$ cat config.mk
export PLATFORM = sky130hd
export DESIGN_NAME = lsq_squash
export DESIGN_NICKNAME = d
export VERILOG_FILES = /design/src/rtl/lsq_pkg.sv /design/src/rtl/lsq_queue.sv /design/src/rtl/lsq_pick.sv /design/src/rtl/lsq_squash.sv
export SDC_FILE = /design/constraint.sdc
export NUM_CORES = 2
export LEC_CHECK = 0
export ABC_CLOCK_PERIOD_IN_PS = 31300
export BUFFER_PORTS_ARGS = -buffer_cell sky130_fd_sc_hd__buf_2
export CORE_MARGIN = 2
export CORE_UTILIZATION = 30
export CTS_BUF_LIST = sky130_fd_sc_hd__clkbuf_8
export CTS_CLUSTER_DIAMETER = 40
export CTS_CLUSTER_SIZE = 30
export DETAILED_ROUTE_END_ITERATION = 8
export PLACE_DENSITY = 0.4
export SLEW_MARGIN = 20
export SYNTH_ARGS = -nofsm -noshare
export SYNTH_HDL_FRONTEND = slang
export SYNTH_SLANG_ARGS = --single-unit
$ cat constraint.sdc
create_clock -name clk -period 31.3 [get_ports clk]
set_input_delay 6.26 -clock clk [delete_from_list [all_inputs] [get_ports clk]]
set_output_delay 6.26 -clock clk [all_outputs]
set_load 0.01 [all_outputs]
$ cat src/rtl/lsq_pkg.sv
package lsq_pkg;
  typedef enum logic {KIND_LOAD = 1'b0, KIND_STORE = 1'b1} kind_e;

  // Bits needed to hold a count from 0 to n.
  function automatic int cnt_bits(input int n);
    return (n < 2) ? 1 : $clog2(n + 1);
  endfunction

  // Bits needed to index n slots (at least one).
  function automatic int idx_bits(input int n);
    return (n < 3) ? 1 : $clog2(n);
  endfunction
endpackage

$ cat src/rtl/lsq_queue.sv
module lsq_queue #(
  parameter int DEPTH = 8,
  parameter int AW    = 16,
  parameter int TW    = 4
) (
  input  logic                clk,
  input  logic                rst_n,
  input  logic                enq_req,
  input  logic [AW-1:0]       enq_addr,
  input  logic [TW-1:0]       enq_tag,
  input  logic                enq_spec,
  input  logic                enq_done,
  output logic                enq_ack,
  input  logic                mark_valid,
  input  logic [TW-1:0]       mark_tag,
  input  logic [DEPTH-1:0]    issue_mask,
  input  logic                squash,
  output logic [DEPTH-1:0]    slot_vld,
  output logic [DEPTH-1:0]    slot_done,
  output logic [DEPTH*AW-1:0] slot_addr
);
  localparam int CW = lsq_pkg::cnt_bits(DEPTH);
  localparam int IW = lsq_pkg::idx_bits(DEPTH);

  logic [AW-1:0]    addr_q [DEPTH];
  logic [TW-1:0]    tag_q  [DEPTH];
  logic [DEPTH-1:0] spec_q, done_q;
  logic [CW-1:0]    cnt_q;

  logic [AW-1:0]    addr_d [DEPTH];
  logic [TW-1:0]    tag_d  [DEPTH];
  logic [DEPTH-1:0] spec_d, done_d;
  logic [CW-1:0]    cnt_d;

  // Named internal events for the assertions.
  logic [DEPTH-1:0] keep, done_upd;
  logic             q_full;

  assign q_full  = (cnt_q == CW'(DEPTH));
  assign enq_ack = enq_req && !q_full;

  always_comb begin
    for (int i = 0; i < DEPTH; i++) begin
      slot_vld[i] = (CW'(i) < cnt_q);
      done_upd[i] = done_q[i] | (mark_valid && tag_q[i] == mark_tag);
      keep[i]     = slot_vld[i] && (squash ? !spec_q[i] : !issue_mask[i]);
    end
  end

  // Close the gaps left by issued or squashed entries, then append.
  always_comb begin
    logic [IW-1:0] wp;
    logic [CW-1:0] kept;
    addr_d = addr_q;
    tag_d  = tag_q;
    spec_d = '0;
    done_d = '0;
    wp     = '0;
    kept   = '0;
    for (int i = 0; i < DEPTH; i++) begin
      if (keep[i]) begin
        addr_d[wp] = addr_q[i];
        tag_d[wp]  = tag_q[i];
        spec_d[wp] = spec_q[i];
        done_d[wp] = done_upd[i];
        wp   = wp + 1'b1;
        kept = kept + 1'b1;
      end
    end
    if (enq_ack) begin
      addr_d[wp] = enq_addr;
      tag_d[wp]  = enq_tag;
      spec_d[wp] = enq_spec;
      done_d[wp] = enq_done;
      kept = kept + 1'b1;
    end
    cnt_d = kept;
  end

  always_ff @(posedge clk) begin
    if (!rst_n) begin
      cnt_q  <= '0;
      spec_q <= '0;
      done_q <= '0;
      for (int i = 0; i < DEPTH; i++) begin
        addr_q[i] <= '0;
        tag_q[i]  <= '0;
      end
    end else begin
      cnt_q  <= cnt_d;
      spec_q <= spec_d;
      done_q <= done_d;
      addr_q <= addr_d;
      tag_q  <= tag_d;
    end
  end

  assign slot_done = done_q & slot_vld;

  generate
    for (genvar g = 0; g < DEPTH; g++) begin : g_pack
      assign slot_addr[g*AW +: AW] = addr_q[g];
    end
  endgenerate

  AST_NO_OVERFLOW: assert property (@(posedge clk) disable iff (!rst_n)
    cnt_q <= CW'(DEPTH));
  AST_FULL_HOLD: assert property (@(posedge clk) disable iff (!rst_n)
    (enq_req && q_full && issue_mask == '0 && !squash) |=> q_full);
  AST_SQUASH_CLEAN: assert property (@(posedge clk) disable iff (!rst_n)
    (squash && !enq_req) |=> ((spec_q & slot_vld) == '0));
endmodule

$ cat src/rtl/lsq_pick.sv
module lsq_pick #(
  parameter int DEPTH    = 8,
  parameter int BUDGET   = 2,
  parameter bit IN_ORDER = 1'b0,
  parameter int BW       = lsq_pkg::cnt_bits(BUDGET)
) (
  input  logic             clk,
  input  logic             rst_n,
  input  logic [DEPTH-1:0] elig,
  input  logic [BW-1:0]    budget,
  output logic [DEPTH-1:0] grant,
  output logic [BW-1:0]    used
);
  logic [BW-1:0] left_final;

  generate
    if (IN_ORDER) begin : g_ord
      // Head-first: the first ineligible entry ends the scan.
      always_comb begin
        logic [BW-1:0] left;
        logic          blocked;
        left    = budget;
        blocked = 1'b0;
        grant   = '0;
        for (int i = 0; i < DEPTH; i++) begin
          if (!blocked && left != '0) begin
            if (elig[i]) begin
              grant[i] = 1'b1;
              left     = left - 1'b1;
            end else begin
              blocked = 1'b1;
            end
          end
        end
        left_final = left;
      end
      for (genvar g = 1; g < DEPTH; g++) begin : g_chk
        AST_DRAIN_ORDER: assert property (@(posedge clk) disable iff (!rst_n)
          grant[g] |-> grant[g-1]);
      end
    end else begin : g_ooo
      // Oldest-first with skipping of ineligible entries.
      always_comb begin
        logic [BW-1:0] left;
        left  = budget;
        grant = '0;
        for (int i = 0; i < DEPTH; i++) begin
          if (left != '0 && elig[i]) begin
            grant[i] = 1'b1;
            left     = left - 1'b1;
          end
        end
        left_final = left;
      end
    end
  endgenerate

  assign used = budget - left_final;

  AST_GRANT_BUDGET: assert property (@(posedge clk) disable iff (!rst_n)
    $countones(grant) <= int'(budget));
  AST_GRANT_ELIG: assert property (@(posedge clk) disable iff (!rst_n)
    (grant & ~elig) == '0);
endmodule

$ cat src/rtl/lsq_squash.sv
module lsq_squash #(
  parameter int DEPTH  = 8,
  parameter int AW     = 16,
  parameter int TW     = 4,
  parameter int BUDGET = 2
) (
  input  logic                 clk,
  input  logic                 rst_n,
  input  logic                 enq_valid,
  input  logic                 enq_store,
  input  logic [AW-1:0]        enq_addr,
  input  logic [TW-1:0]        enq_tag,
  input  logic                 enq_spec,
  input  logic                 enq_done,
  output logic                 enq_ack,
  input  logic                 commit_valid,
  input  logic [TW-1:0]        commit_tag,
  input  logic                 opnd_valid,
  input  logic [TW-1:0]        opnd_tag,
  input  logic                 mem_ready,
  input  logic                 squash,
  output logic [BUDGET-1:0]    req_valid,
  output logic [BUDGET-1:0]    req_store,
  output logic [BUDGET*AW-1:0] req_addr
);
  import lsq_pkg::*;
  localparam int BW = cnt_bits(BUDGET);
  localparam int SW = idx_bits(BUDGET);

  logic             sq_ack, lq_ack;
  logic [DEPTH-1:0] sq_vld, sq_done, sq_elig, sq_grant;
  logic [DEPTH-1:0] lq_vld, lq_done, lq_elig, lq_grant;
  logic [DEPTH*AW-1:0] sq_addr, lq_addr;
  logic [BW-1:0]    st_budget, ld_budget, st_used, ld_used;
  logic [AW-1:0]    raddr [BUDGET];

  assign enq_ack = sq_ack | lq_ack;

  lsq_queue #(.DEPTH(DEPTH), .AW(AW), .TW(TW)) u_sq (
    .clk(clk), .rst_n(rst_n),
    .enq_req(enq_valid && enq_store), .enq_addr(enq_addr), .enq_tag(enq_tag),
    .enq_spec(enq_spec), .enq_done(enq_done), .enq_ack(sq_ack),
    .mark_valid(commit_valid), .mark_tag(commit_tag),
    .issue_mask(sq_grant), .squash(squash),
    .slot_vld(sq_vld), .slot_done(sq_done), .slot_addr(sq_addr));

  lsq_queue #(.DEPTH(DEPTH), .AW(AW), .TW(TW)) u_lq (
    .clk(clk), .rst_n(rst_n),
    .enq_req(enq_valid && !enq_store), .enq_addr(enq_addr), .enq_tag(enq_tag),
    .enq_spec(enq_spec), .enq_done(enq_done), .enq_ack(lq_ack),
    .mark_valid(opnd_valid), .mark_tag(opnd_tag),
    .issue_mask(lq_grant), .squash(squash),
    .slot_vld(lq_vld), .slot_done(lq_done), .slot_addr(lq_addr));

  assign sq_elig   = sq_done & {DEPTH{mem_ready}};
  assign lq_elig   = lq_done & {DEPTH{mem_ready}};
  assign st_budget = squash ? '0 : BW'(BUDGET);
  assign ld_budget = st_budget - st_used;

  lsq_pick #(.DEPTH(DEPTH), .BUDGET(BUDGET), .IN_ORDER(1'b1), .BW(BW)) u_st_pick (
    .clk(clk), .rst_n(rst_n), .elig(sq_elig), .budget(st_budget),
    .grant(sq_grant), .used(st_used));

  lsq_pick #(.DEPTH(DEPTH), .BUDGET(BUDGET), .IN_ORDER(1'b0), .BW(BW)) u_ld_pick (
    .clk(clk), .rst_n(rst_n), .elig(lq_elig), .budget(ld_budget),
    .grant(lq_grant), .used(ld_used));

  // Slot assembly: granted stores first, then granted loads, oldest first.
  always_comb begin
    logic [SW-1:0] k;
    k         = '0;
    req_valid = '0;
    req_store = '0;
    for (int j = 0; j < BUDGET; j++) raddr[j] = '0;
    for (int i = 0; i < DEPTH; i++) begin
      if (sq_grant[i]) begin
        req_valid[k] = 1'b1;
        req_store[k] = KIND_STORE;
        raddr[k]     = sq_addr[i*AW +: AW];
        k = k + 1'b1;
      end
    end
    for (int i = 0; i < DEPTH; i++) begin
      if (lq_grant[i]) begin
        req_valid[k] = 1'b1;
        req_store[k] = KIND_LOAD;
        raddr[k]     = lq_addr[i*AW +: AW];
        k = k + 1'b1;
      end
    end
  end

  generate
    for (genvar g = 0; g < BUDGET; g++) begin : g_req
      assign req_addr[g*AW +: AW] = raddr[g];
    end
  endgenerate

  AST_SQUASH_QUIET: assert property (@(posedge clk) disable iff (!rst_n)
    squash |-> (req_valid == '0));
  AST_MEM_IDLE: assert property (@(posedge clk) disable iff (!rst_n)
    !mem_ready |-> (req_valid == '0));
  AST_BUDGET: assert property (@(posedge clk) disable iff (!rst_n)
    (int'(st_used) + int'(ld_used)) <= BUDGET);
  AST_STORE_COMMITTED: assert property (@(posedge clk) disable iff (!rst_n)
    (sq_grant & ~sq_done) == '0);
  AST_LOAD_READY: assert property (@(posedge clk) disable iff (!rst_n)
    (lq_grant & ~lq_done) == '0);
  AST_SLOT_PACKED: assert property (@(posedge clk) disable iff (!rst_n)
    $countones(req_valid) == (int'(st_used) + int'(ld_used)));
endmodule

==> metrics.md <==
| Metric | Value |
|---|---|
| Multi-input logic area | roughly 29000 µm² |
| Sw Share | 33.6% |
| Routability-driven placement congestion ratio | around 0.9 |
| First-pass GRT wire length | 315000 µm |
| DRC | 0 |
| P_sw | between 500 and 600 µW |
| Worst-path clk slew | around 50 ps |
| Antenna violations before repair | 11 |
| Compound-gate portion of the synthesized area | between 30% and 40% |
| Clk buf depth | 3 |
| Bufs and invs on worst path | 8 |
| Tcrit/Tclk final | between 80% and 90% |
| Most frequent CP cell | ha_1 |
| Syn-to-layout area delta | 9.06% |
| Antenna-violating nets left | 0 |
| Post-synthesis adder-cell area fraction | less than 1% |
| Die X | between 300 and 400 µm |
| # rows | about 130 |
| Core region area | ~130000 µm² |
| Synth Area in Simple Gates | a little over a fifth |
| Headroom to the max-slew limit | about a fifth |
| Hold Vio Cnt, Final | 0 |
| CP max-delay cell | or4_1 |
| Multiplexer area fraction after synthesis | 10.3% |
| Grt total ovfl | 0 |
| Final core utilization | 33.1% |
| CP peak stage delay | ~750 ps |
| Syn Area/Cell | between 6 and 7 µm² |
| Htree depth | 3 |
| Most frequent cells after synthesis | 917 x nor2_1, 686 x clkbuf_1, 640 x nand2_1 |
| YS warnings | 0 |
| Wire per inst | just over 30 µm |
| CP required | between 20000 and 30000 ps |
| Total GRT Usage | between 30% and 40% |
| Via density | 6.34 |
| Setup_tns | 0 ps |
| Final Cell Area | 42300 µm² |
| Synth Area in XOR/XNOR | under 10% |
| CTS Hold Buffers Added | 0 |
| Die height | 363 µm |
| Type of destination of the critical path | output port |
| Sequential fraction of the synthesis area | between 10% and 20% |
| Clock Latency Late Sink | roughly 870 ps |
| PostCTS Resize Cnt | 0 |
| Share of cells above drive strength 1 | between 10% and 20% |
| Part of the power in registers | between 30% and 40% |
| Clk sink count | 360 |
| Drt first pass iters | 6 |
| Syn nets | around 5900 |
| Post-Synthesis Cells | between 5000 and 6000 |
| Post-Syn Area | ~39000 µm² |
| Area leader, netlist | dfxtp_1 |
| Critical path fanouts, max | 39 |
| Clock skew | roughly 45 ps |
| Main combinational cell family by area after synthesis | compound AO/OA/AOI/OAI gates |
| Synth top area share | a little under a fifth |
| Root buf cell | clkbuf_8 |
| Main synth FF type | dfxtp_1 |
| MaxCap Viol Count | 0 |
| Placed instance area | approximately 40000 µm² |
| Hold Crit Class | register to register |
| Tot Pwr | 1690 µW |
| Synth top area cells | dfxtp_1 19%, a211oi_1 10%, mux2i_1 9.3% |
| Max VDD drop | about 0.033 mV |
| 1st-iter DRT viols | around 5500 |
| Dominant cell by count in the synthesized netlist | nor2_1 |
| Internal Pwr Total | between 1000 and 1500 µW |
| Layout Nets | about 5500 |
| Vias | roughly 45000 |
| Largest net degree at the start of global routing | 67 |
| Clock power share | 48.2% |
| CTS tree | done |
| Peak Freq | between 30 and 40 MHz |
| Leakage power | around 0.017 µW |
| Critical Path Start Type | input pin |
| Worst path top cell family by delay | simple AND/OR/NAND/NOR gates |
| Status | completed |
| IO buf count | 74 |
| Vias in the first global route | between 40000 and 50000 |
| Max Slew Vio Count | 0 |
| Crit path kind | input pin to output port |
| Seq cells post-synth | 360 |
| Comb pwr share | a little over a fifth |
| # setup viols final | 0 |
| Filler cells | ~14000 |
| Critical path arrival | 18850 ps |
| WL final | 223000 µm |
| Ys async rst share | 0% |
| Tmin final | between 20000 and 30000 ps |
| Die ar. | ~130000 µm² |
| Unrepaired setup endpoints after global routing | false |
| # IOs | 75 |
| FF+latch area | a little over 7000 µm² |
| Power per cell area | 39.9 nW/µm² |
| Number of synthesized flops with an enable pin | 0 |
| Worst slew pin tran | 1190 ps |
| Initial Utilization | 30.3% |
| Postcts setup bufs | 0 |
| Distinct cells, synth | 109 |
| CTS Buf Count | between 100 and 150 |
| Post-DP HPWL | ~130000 µm |
[placed cells by master (no fill, tap or decap), drive strengths merged, types with 129 or more instances in the layout]
master,Yosys,final
nand2,642,642
mux2i,359,359
o211ai,266,266
buf,95,221
nor2,925,925
nand3,129,129
clkbuf,686,137
a21oi,511,511
a31oi,193,193
o21ai,297,297
dfxtp,360,360
a211oi,526,526
[kinds of logic (layout without fill, tap and decap cells)]
group           count (synthesis)  after routing
flops                         360            360
simple gates                 1938           1938
mux                           394            394
compound gates               2182           2182
xor+xnor                      109            109
buf+inv                       852            490
fa+ha+maj                      30             30
other cells                     0             11
[registers in the layout, indices dropped and copies added (netlist names)]
name and flops:
u_lq.tag_q 32, u_lq.spec_q 8, u_lq.slot_addr 128, u_sq.cnt_q 4, u_lq.done_q 8, u_sq.done_q 8, u_lq.cnt_q 4, u_sq.spec_q 8
u_sq.slot_addr 128, u_sq.tag_q 32
[worst reg2reg max path: cells and delay by family (launching register included)]
kind	cells	cell delay [ps]
flops	1	470
buf+inv	11	2760
compound gates	12	3490
simple gates	20	5400
xor+xnor	2	540
mux	1	170
fa+ha+maj	11	3630
[final cells by class]
cell class,count,share of cell area (%)
clock buffer,137,4.46
multi-input combinational,4653,67.8
sequential,360,17.1
antenna,11,0.0651
inverter,71,0.651
timing repair buffer,221,3.49
clock inverter,61,1.52
tap,1662,4.92
[final timing paths]
| kind | depth (start not counted) | to | start | slack (ps) |
|---|---|---|---|---|
| worst max-delay path | 49 | req_valid[1] | squash | 6190 |
| worst min-delay path | 2 | u_lq.tag_q[11] | u_lq.tag_q[3] | 650 |
| worst max register to register | 57 | u_lq.slot_addr[127] | u_sq.cnt_q[3] | 14690 |
| worst min register to register | 2 | u_lq.tag_q[11] | u_lq.tag_q[3] | 650 |
[metal layers]
layer	up-vias	routed length, µm	global-route usage (%)
met1	21900	91200	40.6
met4	4	13800	18.9
met5	-	30	0
li1	20600	-	-
met3	653	16900	5.85
met2	2371	101000	52.8
[through the flow]
stage,hold slack [ps],worst slack [ps],instances
after floorplan,632,7550,5865
after global placement,636,6370,6967
after detailed placement,634,6350,6967
after CTS,655,6280,7165
after global routing,680,5190,7170
final,653,6190,7176
[power by group through the flow]
| stage | Clock, µW | Sequential [µW] | Combinational (µW) |
|---|---|---|---|
| 2_1_floorplan | 0 | 511 | 259 |
| 3_3_place_gp | 0 | 528 | 347 |
| 3_5_place_dp | 0 | 528 | 347 |
| 4_1_cts | 826 | 519 | 349 |
| 5_1_grt | 846 | 523 | 387 |
| 6_report | 814 | 520 | 354 |
Note: power is estimated with default switching activity, not from simulation.
